## config.mk

```make
export PLATFORM = sky130hd
export DESIGN_NAME = stack_seq
export DESIGN_NICKNAME = d
export VERILOG_FILES = /design/src/rtl/stk_pkg.sv /design/src/rtl/stk_op_decode.sv /design/src/rtl/stk_flag_fmt.sv /design/src/rtl/stk_sp_adj.sv /design/src/rtl/stack_seq.sv
export SDC_FILE = /design/constraint.sdc
export NUM_CORES = 1
export LEC_CHECK = 0
export BUFFER_PORTS_ARGS = -buffer_cell sky130_fd_sc_hd__buf_2
export CAP_MARGIN = 0
export CORE_UTILIZATION = 30
export CTS_CLUSTER_DIAMETER = 120
export DETAILED_ROUTE_END_ITERATION = 7
export SLEW_MARGIN = 15
export SYNTH_ARGS = -nofsm -noshare
export SYNTH_HDL_FRONTEND = slang
export SYNTH_SLANG_ARGS = --single-unit
```

## constraint.sdc

```tcl
create_clock -name clk -period 4.2 [get_ports clk]
set_clock_uncertainty 0.05 [all_clocks]
set_input_delay 0.84 -clock clk [delete_from_list [all_inputs] [get_ports clk]]
set_output_delay 0.84 -clock clk [all_outputs]
set_load 0.01 [all_outputs]
```

## src/rtl/stk_pkg.sv

```systemverilog
package stk_pkg;

    localparam int STEP_W = 3;

    typedef enum logic [3:0] {
        OP_PUSH  = 4'd0,
        OP_POP   = 4'd1,
        OP_POPF  = 4'd2,
        OP_CALL  = 4'd3,
        OP_RET   = 4'd4,
        OP_RETC  = 4'd5,
        OP_RETI  = 4'd6,
        OP_RST   = 4'd7,
        OP_STSP  = 4'd8,
        OP_PUSHF = 4'd9
    } stk_op_e;

    // Step numbers are 1-based; zero means the phase is unused.
    typedef struct packed {
        logic              valid;
        logic [STEP_W-1:0] len;
        logic [STEP_W-1:0] push_at;
        logic [STEP_W-1:0] pop_at;
        logic [STEP_W-1:0] st_at;
        logic              push_pc;
        logic              load_pc;
        logic              ime;
        logic              flags;
    } stk_plan_t;

endpackage

```

## src/rtl/stk_op_decode.sv

```systemverilog
module stk_op_decode
    import stk_pkg::*;
(
    input  logic [3:0] op,
    input  logic       cond_ok,
    output stk_plan_t  plan
);

    always_comb begin
        plan       = '0;
        plan.valid = 1'b1;
        case (op)
            OP_PUSH, OP_PUSHF: begin
                plan.len     = 3'd4;
                plan.push_at = 3'd2;
                plan.flags   = (op == OP_PUSHF);
            end
            OP_POP, OP_POPF: begin
                plan.len    = 3'd3;
                plan.pop_at = 3'd1;
                plan.flags  = (op == OP_POPF);
            end
            OP_CALL: begin
                if (cond_ok) begin
                    plan.len     = 3'd6;
                    plan.push_at = 3'd3;
                    plan.push_pc = 1'b1;
                    plan.load_pc = 1'b1;
                end else begin
                    plan.len = 3'd3;
                end
            end
            OP_RET, OP_RETI: begin
                plan.len     = 3'd4;
                plan.pop_at  = 3'd1;
                plan.load_pc = 1'b1;
                plan.ime     = (op == OP_RETI);
            end
            OP_RETC: begin
                if (cond_ok) begin
                    plan.len     = 3'd5;
                    plan.pop_at  = 3'd2;
                    plan.load_pc = 1'b1;
                end else begin
                    plan.len = 3'd2;
                end
            end
            OP_RST: begin
                plan.len     = 3'd4;
                plan.push_at = 3'd2;
                plan.push_pc = 1'b1;
                plan.load_pc = 1'b1;
            end
            OP_STSP: begin
                plan.len   = 3'd5;
                plan.st_at = 3'd3;
            end
            default: plan.valid = 1'b0;
        endcase
    end

endmodule

```

## src/rtl/stk_flag_fmt.sv

```systemverilog
module stk_flag_fmt #(
    parameter int BYTE_W = 8,
    parameter int KEEP   = 4
) (
    input  logic [BYTE_W-1:0] raw,
    input  logic              en,
    output logic [BYTE_W-1:0] fmt
);

    for (genvar i = 0; i < BYTE_W; i++) begin : g_bit
        if (i >= BYTE_W - KEEP) begin : g_keep
            assign fmt[i] = raw[i];
        end else begin : g_mask
            assign fmt[i] = raw[i] & ~en;
        end
    end

endmodule

```

## src/rtl/stk_sp_adj.sv

```systemverilog
module stk_sp_adj #(
    parameter int W = 16
) (
    input  logic [W-1:0] cur,
    input  logic         inc,
    input  logic         dec,
    output logic [W-1:0] nxt
);

    always_comb begin
        if (inc)      nxt = cur + W'(1);
        else if (dec) nxt = cur - W'(1);
        else          nxt = cur;
    end

endmodule

```

## src/rtl/stack_seq.sv

```systemverilog
module stack_seq
    import stk_pkg::*;
#(
    parameter int           W         = 16,
    parameter logic [W-1:0] SP_RESET  = 16'hFFFE,
    parameter int           VEC_W     = 3,
    parameter int           VEC_SHIFT = 3
) (
    input  logic         clk,
    input  logic         rst_n,
    input  logic         start,
    input  logic [3:0]   op,
    input  logic [W-1:0] data_in,
    input  logic [W-1:0] pc_in,
    input  logic         cond_ok,
    output logic [W-1:0] mem_addr,
    output logic [W/2-1:0] mem_wdata,
    output logic         mem_we,
    input  logic [W/2-1:0] mem_rdata,
    output logic [W-1:0] sp,
    output logic [W-1:0] pop_data,
    output logic [W-1:0] pc_new,
    output logic         pc_load,
    output logic         ime_set,
    output logic         done,
    output logic         busy
);

    localparam int B     = W / 2;
    localparam int VEC_Z = W - VEC_W - VEC_SHIFT;

    typedef struct packed {
        logic              busy;
        stk_plan_t         plan;
        logic [STEP_W-1:0] step;
        logic [W-1:0]      sp;
        logic [W-1:0]      word;
        logic [W-1:0]      target;
        logic [W-1:0]      popped;
    } seq_t;

    seq_t q, d;

    stk_plan_t    plan_in;
    logic [W-1:0] sp_nxt;
    logic [B-1:0] push_lo, pop_lo;
    logic         ph_dec, ph_inc, ph_wr_hi, ph_wr_lo;
    logic         ph_rd_lo, ph_rd_hi, ph_st_lo, ph_st_hi, ph_last;

    stk_op_decode u_dec (
        .op      (op),
        .cond_ok (cond_ok),
        .plan    (plan_in)
    );

    stk_sp_adj #(.W(W)) u_sp (
        .cur (q.sp),
        .inc (ph_inc),
        .dec (ph_dec),
        .nxt (sp_nxt)
    );

    stk_flag_fmt #(.BYTE_W(B)) u_fmt_push (
        .raw (q.word[B-1:0]),
        .en  (q.plan.flags),
        .fmt (push_lo)
    );

    stk_flag_fmt #(.BYTE_W(B)) u_fmt_pop (
        .raw (mem_rdata),
        .en  (q.plan.flags),
        .fmt (pop_lo)
    );

    // Phase flags: which action falls on the current step.
    always_comb begin
        ph_dec   = 1'b0;
        ph_inc   = 1'b0;
        ph_wr_hi = 1'b0;
        ph_wr_lo = 1'b0;
        ph_rd_lo = 1'b0;
        ph_rd_hi = 1'b0;
        ph_st_lo = 1'b0;
        ph_st_hi = 1'b0;
        ph_last  = 1'b0;
        if (q.busy) begin
            ph_last = (q.step == q.plan.len);
            if (q.plan.push_at != '0) begin
                ph_wr_hi = (q.step == q.plan.push_at);
                ph_wr_lo = (q.step == q.plan.push_at + STEP_W'(1));
                ph_dec   = (q.step == q.plan.push_at - STEP_W'(1)) || ph_wr_hi;
            end
            if (q.plan.pop_at != '0) begin
                ph_rd_lo = (q.step == q.plan.pop_at);
                ph_rd_hi = (q.step == q.plan.pop_at + STEP_W'(1));
                ph_inc   = ph_rd_lo || ph_rd_hi;
            end
            if (q.plan.st_at != '0) begin
                ph_st_lo = (q.step == q.plan.st_at);
                ph_st_hi = (q.step == q.plan.st_at + STEP_W'(1));
            end
        end
    end

    always_comb begin
        d         = q;
        d.sp      = sp_nxt;
        mem_addr  = q.sp;
        mem_wdata = '0;
        mem_we    = 1'b0;
        if (!q.busy) begin
            if (start && plan_in.valid) begin
                d.busy = 1'b1;
                d.plan = plan_in;
                d.step = STEP_W'(1);
                d.word = plan_in.push_pc ? pc_in : data_in;
                if (op == OP_RST)
                    d.target = {{VEC_Z{1'b0}}, data_in[VEC_W-1:0], {VEC_SHIFT{1'b0}}};
                else
                    d.target = data_in;
            end
        end else begin
            if (ph_wr_hi) begin
                mem_we    = 1'b1;
                mem_wdata = q.word[W-1:B];
            end
            if (ph_wr_lo) begin
                mem_we    = 1'b1;
                mem_wdata = push_lo;
            end
            if (ph_rd_lo) d.popped[B-1:0] = pop_lo;
            if (ph_rd_hi) d.popped[W-1:B] = mem_rdata;
            if (ph_st_lo) begin
                mem_addr  = q.target;
                mem_we    = 1'b1;
                mem_wdata = q.sp[B-1:0];
            end
            if (ph_st_hi) begin
                mem_addr  = q.target + W'(1);
                mem_we    = 1'b1;
                mem_wdata = q.sp[W-1:B];
            end
            if (ph_last) d.busy = 1'b0;
            else         d.step = q.step + STEP_W'(1);
        end
    end

    always_ff @(posedge clk or negedge rst_n) begin
        if (!rst_n) begin
            q    <= '0;
            q.sp <= SP_RESET;
        end else begin
            q <= d;
        end
    end

    assign busy     = q.busy;
    assign sp       = q.sp;
    assign pop_data = q.popped;
    assign done     = ph_last;
    assign pc_load  = ph_last & q.plan.load_pc;
    assign ime_set  = ph_last & q.plan.ime;
    assign pc_new   = (q.plan.pop_at != '0) ? q.popped : q.target;

endmodule

```

==> results of run 1 <==
cells in the mapped netlist, types with 8 or more instances:
cell      count
a21oi_1      22
a221oi_1      9
a22o_1       14
buf_4        37
clkbuf_1     18
dfrtp_1      64
dfstp_2      15
ha_1         21
inv_1        17
mux2_2       28
mux2i_1      23
nand2_1      69
nand2b_1      8
nand3_1      13
nor2_1       41
nor3_1        8
o21ai_0      54
o221ai_1      8
xnor2_1      12
xor2_1       10
report_power, final:
group,switching [uW],total [uW],internal [uW]
Sequential,574,1780,1200
Clock,358,826,468
Combinational,1970,3510,1550
worst max-delay path, delay by kind of cell (launching register included):
kind / cells / cell delay (ns)
buffers and inverters: 2 / 0.27
flip-flops: 1 / 0.41
AO/OA/AOI/OAI: 1 / 0.15
XOR/XNOR: 1 / 0.14
AND/OR/NAND/NOR: 4 / 1.20
adder cells (fa/ha/maj): 1 / 0.33
layout make-up:
class,count,area (sq um)
sequential,79,2000
timing repair buffer,133,691
clock buffer,9,225
clock inverter,7,80.1
multi-input combinational,453,3120
inverter,17,63.8
tap,229,287
fill,1904,11600
cells by family after synthesis:
kind of cell,count (synthesis)
DFF,79
xor gates and xnor gates,23
buffers and inverters,82
adders and majority gates,22
AOI/OAI and AO/OA,165
and+or+nand+nor,192
muxes,51
sequential cells by signal, indices dropped and copies added, names as in the netlist:
name / count
q: 46
pop_data: 16
sp: 16
busy: 1
per-stage QoR:
stage | instances | setup slack, ns | hold slack (ns) | instance area, sq um | total power [uW]
after global placement | 911 | 0.798 | 0.415 | 6160 | 5270
after CTS | 927 | 0.497 | 0.432 | 6460 | 6140
after floorplan | 614 | 0.779 | 0.391 | 5580 | 4280
after detailed placement | 911 | 0.693 | 0.408 | 6160 | 5290
after global routing | 927 | 0.350 | 0.441 | 6460 | 6620
final | 927 | 0.465 | 0.431 | 6460 | 6120
worst min-delay path by stage:
| stage | startpoint | end | slack [ns] | cells after the start |
|---|---|---|---|---|
| 2_1_floorplan | q[69]$_DFFE_PN0P_ | q[69]$_DFFE_PN0P_ | 0.39 | 1 |
| 3_3_place_gp | q[46]$_DFFE_PN0P_ | q[46]$_DFFE_PN0P_ | 0.42 | 2 |
| 3_5_place_dp | q[69]$_DFFE_PN0P_ | q[69]$_DFFE_PN0P_ | 0.41 | 1 |
| 4_1_cts | q[69]$_DFFE_PN0P_ | q[69]$_DFFE_PN0P_ | 0.43 | 1 |
| 5_1_grt | q[69]$_DFFE_PN0P_ | q[69]$_DFFE_PN0P_ | 0.44 | 1 |
| 6_report | q[69]$_DFFE_PN0P_ | q[69]$_DFFE_PN0P_ | 0.43 | 1 |
layer usage:
metal / vias up / global-route usage / part of all wire
met4: 0 / 0.0461 / 0.012
met1: 2298 / 0.247 / 0.46
met5: - / 0 / 0
met3: 16 / 0.0471 / 0.055
met2: 147 / 0.299 / 0.47
li1: 2368 / - / -
==> results.txt, run 1 <==
----------------------------------------------------
[Yosys]
  #FFs+latches synth ... 79
  Largest family of logic cells by synthesized area ... compound AO/OA/AOI/OAI gates
  Most frequently used flop master after synthesis ... dfrtp_1
  Syn. warnings ... 0
  FFs w/ async S/R, synth ... 1.00
  Compound-Gate Fraction of Synth Area ... 0.201
  Top cells by area, synth ... dfrtp_1 29%, dfstp_2 7.1%, mux2_2 5.7%, buf_4 5.0%, o21ai_0 4.8%
  Syn_area_per_cell ... 9.08 sq um
  Post-Syn Area ... 5580 sq um
  Share of synthesized area occupied by flip-flops and latches ... 0.358
  Fraction of the mapped netlist area in adder cells ... 0.0507
  Post-synthesis xor/xnor area fraction ... 0.0375
  Largest area contributor in the synthesized netlist ... dfrtp_1
  Post-synth EDFFs ... 0
  Mapped Cells ... 614
  Mapped Nets ... just under 700
  Top-area cell type share of the netlist area ... 0.287
  Basic-gate share of the synthesized area counting and, or, nand and nor cells ... 0.171
  Unique masters post-synth ... 68
  Mux contribution to synthesized area ... 0.0978

[Final layout]
  Area growth syn-to-layout ... 15.9%
  N_diodes ... 0
  Post-layout utilization of the core ... 0.357
  Commonest cells after routing, fill and taps aside ... 123 x buf_2, 69 x nand2_1, 64 x dfrtp_1
  Fraction of layout cells with a size suffix above 1 ... 0.295
  # nets final ... around 760
  Most common cell after layout, fill and taps aside ... buf_2

[CTS]
  Inserted Clock Buffers ... 9
  Clock transition at the registers of the reported paths ... about 0.06 ns
  Maximum clock path buffer count ... 2
  # resized after CTS ... 0
  Root cell of the clock tree ... clkbuf_16
  Number of levels in the clock H-tree ... 3
  Number of clock sinks ... just under 80
  Worst-Skew Late Latency ... 0.35 ns
  Number of post-CTS setup repair buffers ... 0
  Clock tree from TritonCTS ... done
  Post-CTS Hold Fix Bufs ... 0

[Critical path]
  Critical path startpoint ... q[77]$_DFFE_PN0P_
  Critical path arrival ... 2.84 ns
  Startpoint class of the critical path ... flip-flop
  Critical path, cell by cell ... inv_1 > ha_1 > xnor2_1 > nand3b_1 > nor3_1 > nor2b_1 > a221oi_1 > nor2_1 > buf_2
  R2R Path End ... sp[14]$_DFFE_PN1P_
  Maximum single-stage delay on the critical path ... ~0.57 ns
  Endpoint kind of the worst setup timing path ... output pin
  Required time worst endpoint ... roughly 3.3 ns
  Category of the most critical setup path ... reg2out
  Critical path peak fanout ... 6
  Launch point of the worst reg-to-reg path ... q[74]$_DFFE_PN0P_
  Slowest cell on crit path ... nor3_1
  Setup slack of the worst register-to-register path ... roughly 0.67 ns
  Count of cells along the worst register-to-register path ... 14
  End of the critical path ... mem_wdata[3]

[Hold path]
  Type of the worst min-delay path ... reg2reg

[Routing]
  Vias per cell ... ~5.2
  Starting DRT DRC Count ... about 350
  Iteration count of the initial detailed-routing pass ... 7
  Routed len/inst ... roughly 19 microns
  Routed via count ... between 4k and 5k
  Total routed wirelength ... about 17000 microns
  DRC violations left ... 16
  Number of routed nets with antenna violations ... 0

[Die]
  DIE AREA ... ~19000 sq um
  Chip Height ... between 100 and 150 microns
  Standard-cell rows ... 49
  Num ports ... 125
  Initial core utilization ... 0.308
  Die Width ... between 100 and 150 microns
  Core Box Area ... 18100 sq um

[STA]
  Relative max-transition margin ... 0.370
  Final total negative setup slack ... 0 ns
  Highest achievable clock rate ... between 0.2 and 0.3 GHz
  Final critical-path required period ... about 3.7 ns
  Transition at the pin with the smallest max-transition slack ... just over 0.9 ns
  RSZ-0062 raised after global routing ... false
  Part of the cycle the worst path needs ... 0.889
  Number of max-slew violations in the final report ... 0
  Setup-violating endpoint count in the final report ... 0
  Fin. Hold Viols ... 0

[Flow run]
  Number of max-cap violations ... 0

[Run status]
  Result of the run ... complete, but fails checks
  Violations in the final reports ... DRC

[Global routing]
  Wire length of the first global-routing pass ... between 20000 and 30000 microns
  Overall global routing resource usage ... 0.185
  Pin count of the biggest net entering global routing ... just under 60
  Antenna violations before repair ... 0
  Remaining Overflow, GRT ... 0
  Number of global-route vias before repair ... around 4.7k

[Placed design]
  Number of buffers inserted by port buffering ... around 120
  Final RePlAce weighted congestion ... 0.883
  Sum of net half-perimeters after detailed placement ... around 13000 microns

[Power and ir drop]
  Power density relative to cell area ... roughly 950 nW/um^2
  Leakage power figure ... about 0.0029 uW
  Worst IR drop on VDD ... about 0.26 mV

----------------------------------------------------
Note: power is estimated with default switching activity, not from simulation.
==> run 2, diff against run 1 <==
--- a/config.mk
+++ b/config.mk
@@ -6,7 +6,6 @@
 export NUM_CORES = 1
 export LEC_CHECK = 0
 export BUFFER_PORTS_ARGS = -buffer_cell sky130_fd_sc_hd__buf_2
-export CAP_MARGIN = 0
 export CORE_UTILIZATION = 30
 export CTS_CLUSTER_DIAMETER = 120
 export DETAILED_ROUTE_END_ITERATION = 7
==> constraint.sdc (replaced) <==
create_clock -name clk -period 4.2 [get_ports clk]
set_clock_uncertainty 0.05 [all_clocks]
set_input_delay 0.63 -clock clk [delete_from_list [all_inputs] [get_ports clk]]
set_output_delay 0.63 -clock clk [all_outputs]
set_load 0.01 [all_outputs]
==> results.txt, run 2 (same netlist as run 1, synthesis figures left out) <==
----------------------------------------------------
[STA]
  Part of the cycle the worst path needs ... 0.840 (was 0.889)
  Number of max-slew violations in the final report ... 0 (unchanged)
  Final critical-path required period ... 3.53 ns (was 3.73 ns)
  RSZ-0062 raised after global routing ... false (unchanged)
  Highest achievable clock rate ... 0.283 GHz (was 0.268 GHz)
  Setup-violating endpoint count in the final report ... 0 (unchanged)
  Final total negative setup slack ... 0 ns (unchanged)
  Relative max-transition margin ... 0.357 (was 0.370)
  Fin. Hold Viols ... 0 (unchanged)
  Transition at the pin with the smallest max-transition slack ... 0.952 ns (was 0.932 ns)

[CTS]
  Maximum clock path buffer count ... 2 (unchanged)
  Post-CTS Hold Fix Bufs ... 0 (unchanged)
  Number of post-CTS setup repair buffers ... 0 (unchanged)
  Clock tree from TritonCTS ... done (unchanged)
  # resized after CTS ... 0 (unchanged)
  Worst-Skew Late Latency ... 0.34 ns (was 0.35 ns)
  Number of clock sinks ... 79 (unchanged)
  Clock transition at the registers of the reported paths ... 0.06 ns (about the same)
  Root cell of the clock tree ... clkbuf_16 (unchanged)
  Number of levels in the clock H-tree ... 3 (unchanged)
  Inserted Clock Buffers ... 9 (unchanged)

[Critical path]
  Category of the most critical setup path ... reg2out (unchanged)
  Critical path, cell by cell ... buf_4 > nand4_1 > buf_4 > nor2_1 > nand3_1 > xor2_1 > o21ai_0 > buf_2 (was inv_1 > ha_1 > xnor2_1 > nand3b_1 > nor3_1 > nor2b_1 > a221oi_1 > nor2_1 > buf_2)
  Endpoint kind of the worst setup timing path ... output pin (unchanged)
  Maximum single-stage delay on the critical path ... 0.49 ns (was 0.57 ns)
  Critical path arrival ... 2.85 ns (was 2.84 ns)
  Count of cells along the worst register-to-register path ... 12 (was 14)
  Most repeated library cell on the critical path ... buf_4
  Critical path peak fanout ... 24 (was 6)
  Required time worst endpoint ... 3.52 ns (was 3.31 ns)
  Startpoint class of the critical path ... flip-flop (unchanged)
  Cell family contributing the most delay on the critical path ... buffers and inverters (was simple AND/OR/NAND/NOR gates)
  Slowest cell on crit path ... nand4_1 (was nor3_1)
  CP Buf/Inv Count ... 3 (was 2)
  Number of gates on the worst path with buffers counted ... 8 (was 9)

[Placed design]
  Sum of net half-perimeters after detailed placement ... 13300 microns (about the same)
  Final RePlAce weighted congestion ... 0.897 (was 0.883)
  Number of buffers inserted by port buffering ... 124 (unchanged)
  Placed cell area ... 6170 sq um (was 6160 sq um)

[Final layout]
  Final design instance area without fill ... 6450 sq um (was 6460 sq um)
  FILL cells ... 1890 (was 1904)
  Register ranked first by flip-flop count ... q (unchanged)
  # nets final ... 764 (was 763)
  Fraction of layout cells with a size suffix above 1 ... 0.295 (about the same)
  Commonest cells after routing, fill and taps aside ... 123 x buf_2, 69 x nand2_1, 64 x dfrtp_1 (unchanged)
  Most common cell after layout, fill and taps aside ... buf_2 (unchanged)
  Number of flip-flops in the largest register ... 46 (unchanged)
  Area growth syn-to-layout ... 15.7% (was 15.9%)
  N_diodes ... 0 (unchanged)

[Global routing]
  GR Util met3 ... 0.0409 (was 0.0471)
  Met1 demand-to-capacity share in global routing ... 0.247 (about the same)
  Remaining Overflow, GRT ... 0 (unchanged)
  Number of global-route vias before repair ... 4608 (was 4657)
  Pin count of the biggest net entering global routing ... 59 (was 58)
  Overall global routing resource usage ... 0.183 (was 0.185)
  Antenna violations before repair ... 0 (unchanged)
  Wire length of the first global-routing pass ... 26800 microns (was 27200 microns)
  Most used routing layer ... met2 (unchanged)
  Fraction of met2 tracks used by global routing ... 0.302 (was 0.299)

[Routing]
  Number of routed nets with antenna violations ... 0 (unchanged)
  Routed via count ... 4830 (was 4829)
  Starting DRT DRC Count ... 297 (was 349)
  Vias per cell ... 5.20 (was 5.21)
  DRC violations left ... 16 (unchanged)
  Iteration count of the initial detailed-routing pass ... 7 (unchanged)
  Routed len/inst ... 18.6 microns (was 18.7 microns)
  Total routed wirelength ... 17200 microns (was 17400 microns)

[Power and ir drop]
  Comb pwr share ... 0.586 (was 0.574)
  Worst IR drop on VDD ... 0.323 mV (was 0.257 mV)
  Share of power burned in registers ... 0.290 (was 0.291)
  Clock network fraction of total power ... 0.124 (was 0.135)
  Internal cell power ... 3180 uW (was 3220 uW)
  Net switching power ... 2870 uW (was 2900 uW)
  Leakage power figure ... 0.00293 uW (was 0.00294 uW)
  Sw Share ... 0.474 (about the same)
  Power density relative to cell area ... 939 nW/um^2 (was 947 nW/um^2)

[Run status]
  Result of the run ... complete, but fails checks (unchanged)
  Violations in the final reports ... DRC (unchanged)

[Die]
  Core Box Area ... 18100 sq um (unchanged)
  DIE AREA ... 19100 sq um (unchanged)
  Num ports ... 125 (unchanged)
  Chip Height ... 138 microns (unchanged)
  Standard-cell rows ... 49 (unchanged)
  Die Width ... 138 microns (unchanged)
  Initial core utilization ... 0.308 (unchanged)

[Hold path]
  Type of the worst min-delay path ... in2async (was reg2reg)

[Flow run]
  Number of max-cap violations ... 0 (unchanged)

----------------------------------------------------
-- run 2: cell count changes in the layout (fill, tap and decap cells not counted), sizes merged --
| cell | change |
|---|---|
| clkinv | -3 |
| clkbuf | +2 |
| clkinvlp | +2 |
| buf | +1 |
| bufinv | -1 |
-- run 2: routing by layer --
layer / vias to the layer above / part of all wire
met5: - / 0
li1: 2363 / -
met2: 151 / 0.48
met1: 2305 / 0.45
met4: 0 / 0.0090
met3: 11 / 0.064
-- run 2: final timing paths --
kind | slack [ns] | endpoint | from
worst max-delay path | 0.67 | mem_addr[6] | busy$_DFF_PN0_
worst min-delay path | 0.25 | sp[0]$_DFFE_PN0P_ | rst_n
worst max register to register | 0.71 | sp[14]$_DFFE_PN1P_ | q[74]$_DFFE_PN0P_
worst min register to register | 0.42 | q[69]$_DFFE_PN0P_ | q[69]$_DFFE_PN0P_
max in group asynchronous | 2.95 | q[26]$_DFFE_PN0P_ | rst_n
min in group clk | 0.42 | q[69]$_DFFE_PN0P_ | q[69]$_DFFE_PN0P_
-- run 2: power by group through the flow --
stage,Clock [uW],Combinational [uW],Sequential (uW)
4_1_cts,771,3550,1750
2_1_floorplan,0,2800,1480
5_1_grt,801,3930,1810
3_5_place_dp,0,3540,1760
6_report,753,3550,1750
3_3_place_gp,0,3490,1760
-- run 2: final cells by class --
cell class | count | area [sq um] | area share
tap | 229 | 287 | 0.0444
inverter | 17 | 63.8 | 0.00990
multi-input combinational | 453 | 3120 | 0.484
clock buffer | 11 | 243 | 0.0376
sequential | 79 | 2000 | 0.309
timing repair buffer | 134 | 698 | 0.108
clock inverter | 5 | 40.0 | 0.00621
-- run 2: metrics by stage --
| step | instances | util | total power [uW] | setup WS [ns] | hold WS (ns) |
|---|---|---|---|---|---|
| 2_1_floorplan | 614 | - | 4280 | 0.779 | 0.284 |
| 3_3_place_gp | 912 | 0.341 | 5250 | 0.819 | 0.417 |
| 3_5_place_dp | 912 | 0.341 | 5300 | 0.753 | 0.410 |
| 4_1_cts | 928 | 0.357 | 6080 | 0.729 | 0.294 |
| 5_1_grt | 928 | 0.357 | 6540 | 0.445 | 0.304 |
| 6_report | 928 | 0.357 | 6050 | 0.672 | 0.252 |
-- run 2: worst reg2reg max path: stages (launching register included) --
cell and delay [ns]:
dfrtp_1 0.41, inv_1 0.08, ha_1 0.35, nor4_4 0.49, nor2_2 0.07, buf_4 0.22, ha_1 0.40, a211o_1 0.32
and3_1 0.19, or2_0 0.23, a21o_1 0.20, o21a_1 0.18, o31ai_1 0.23
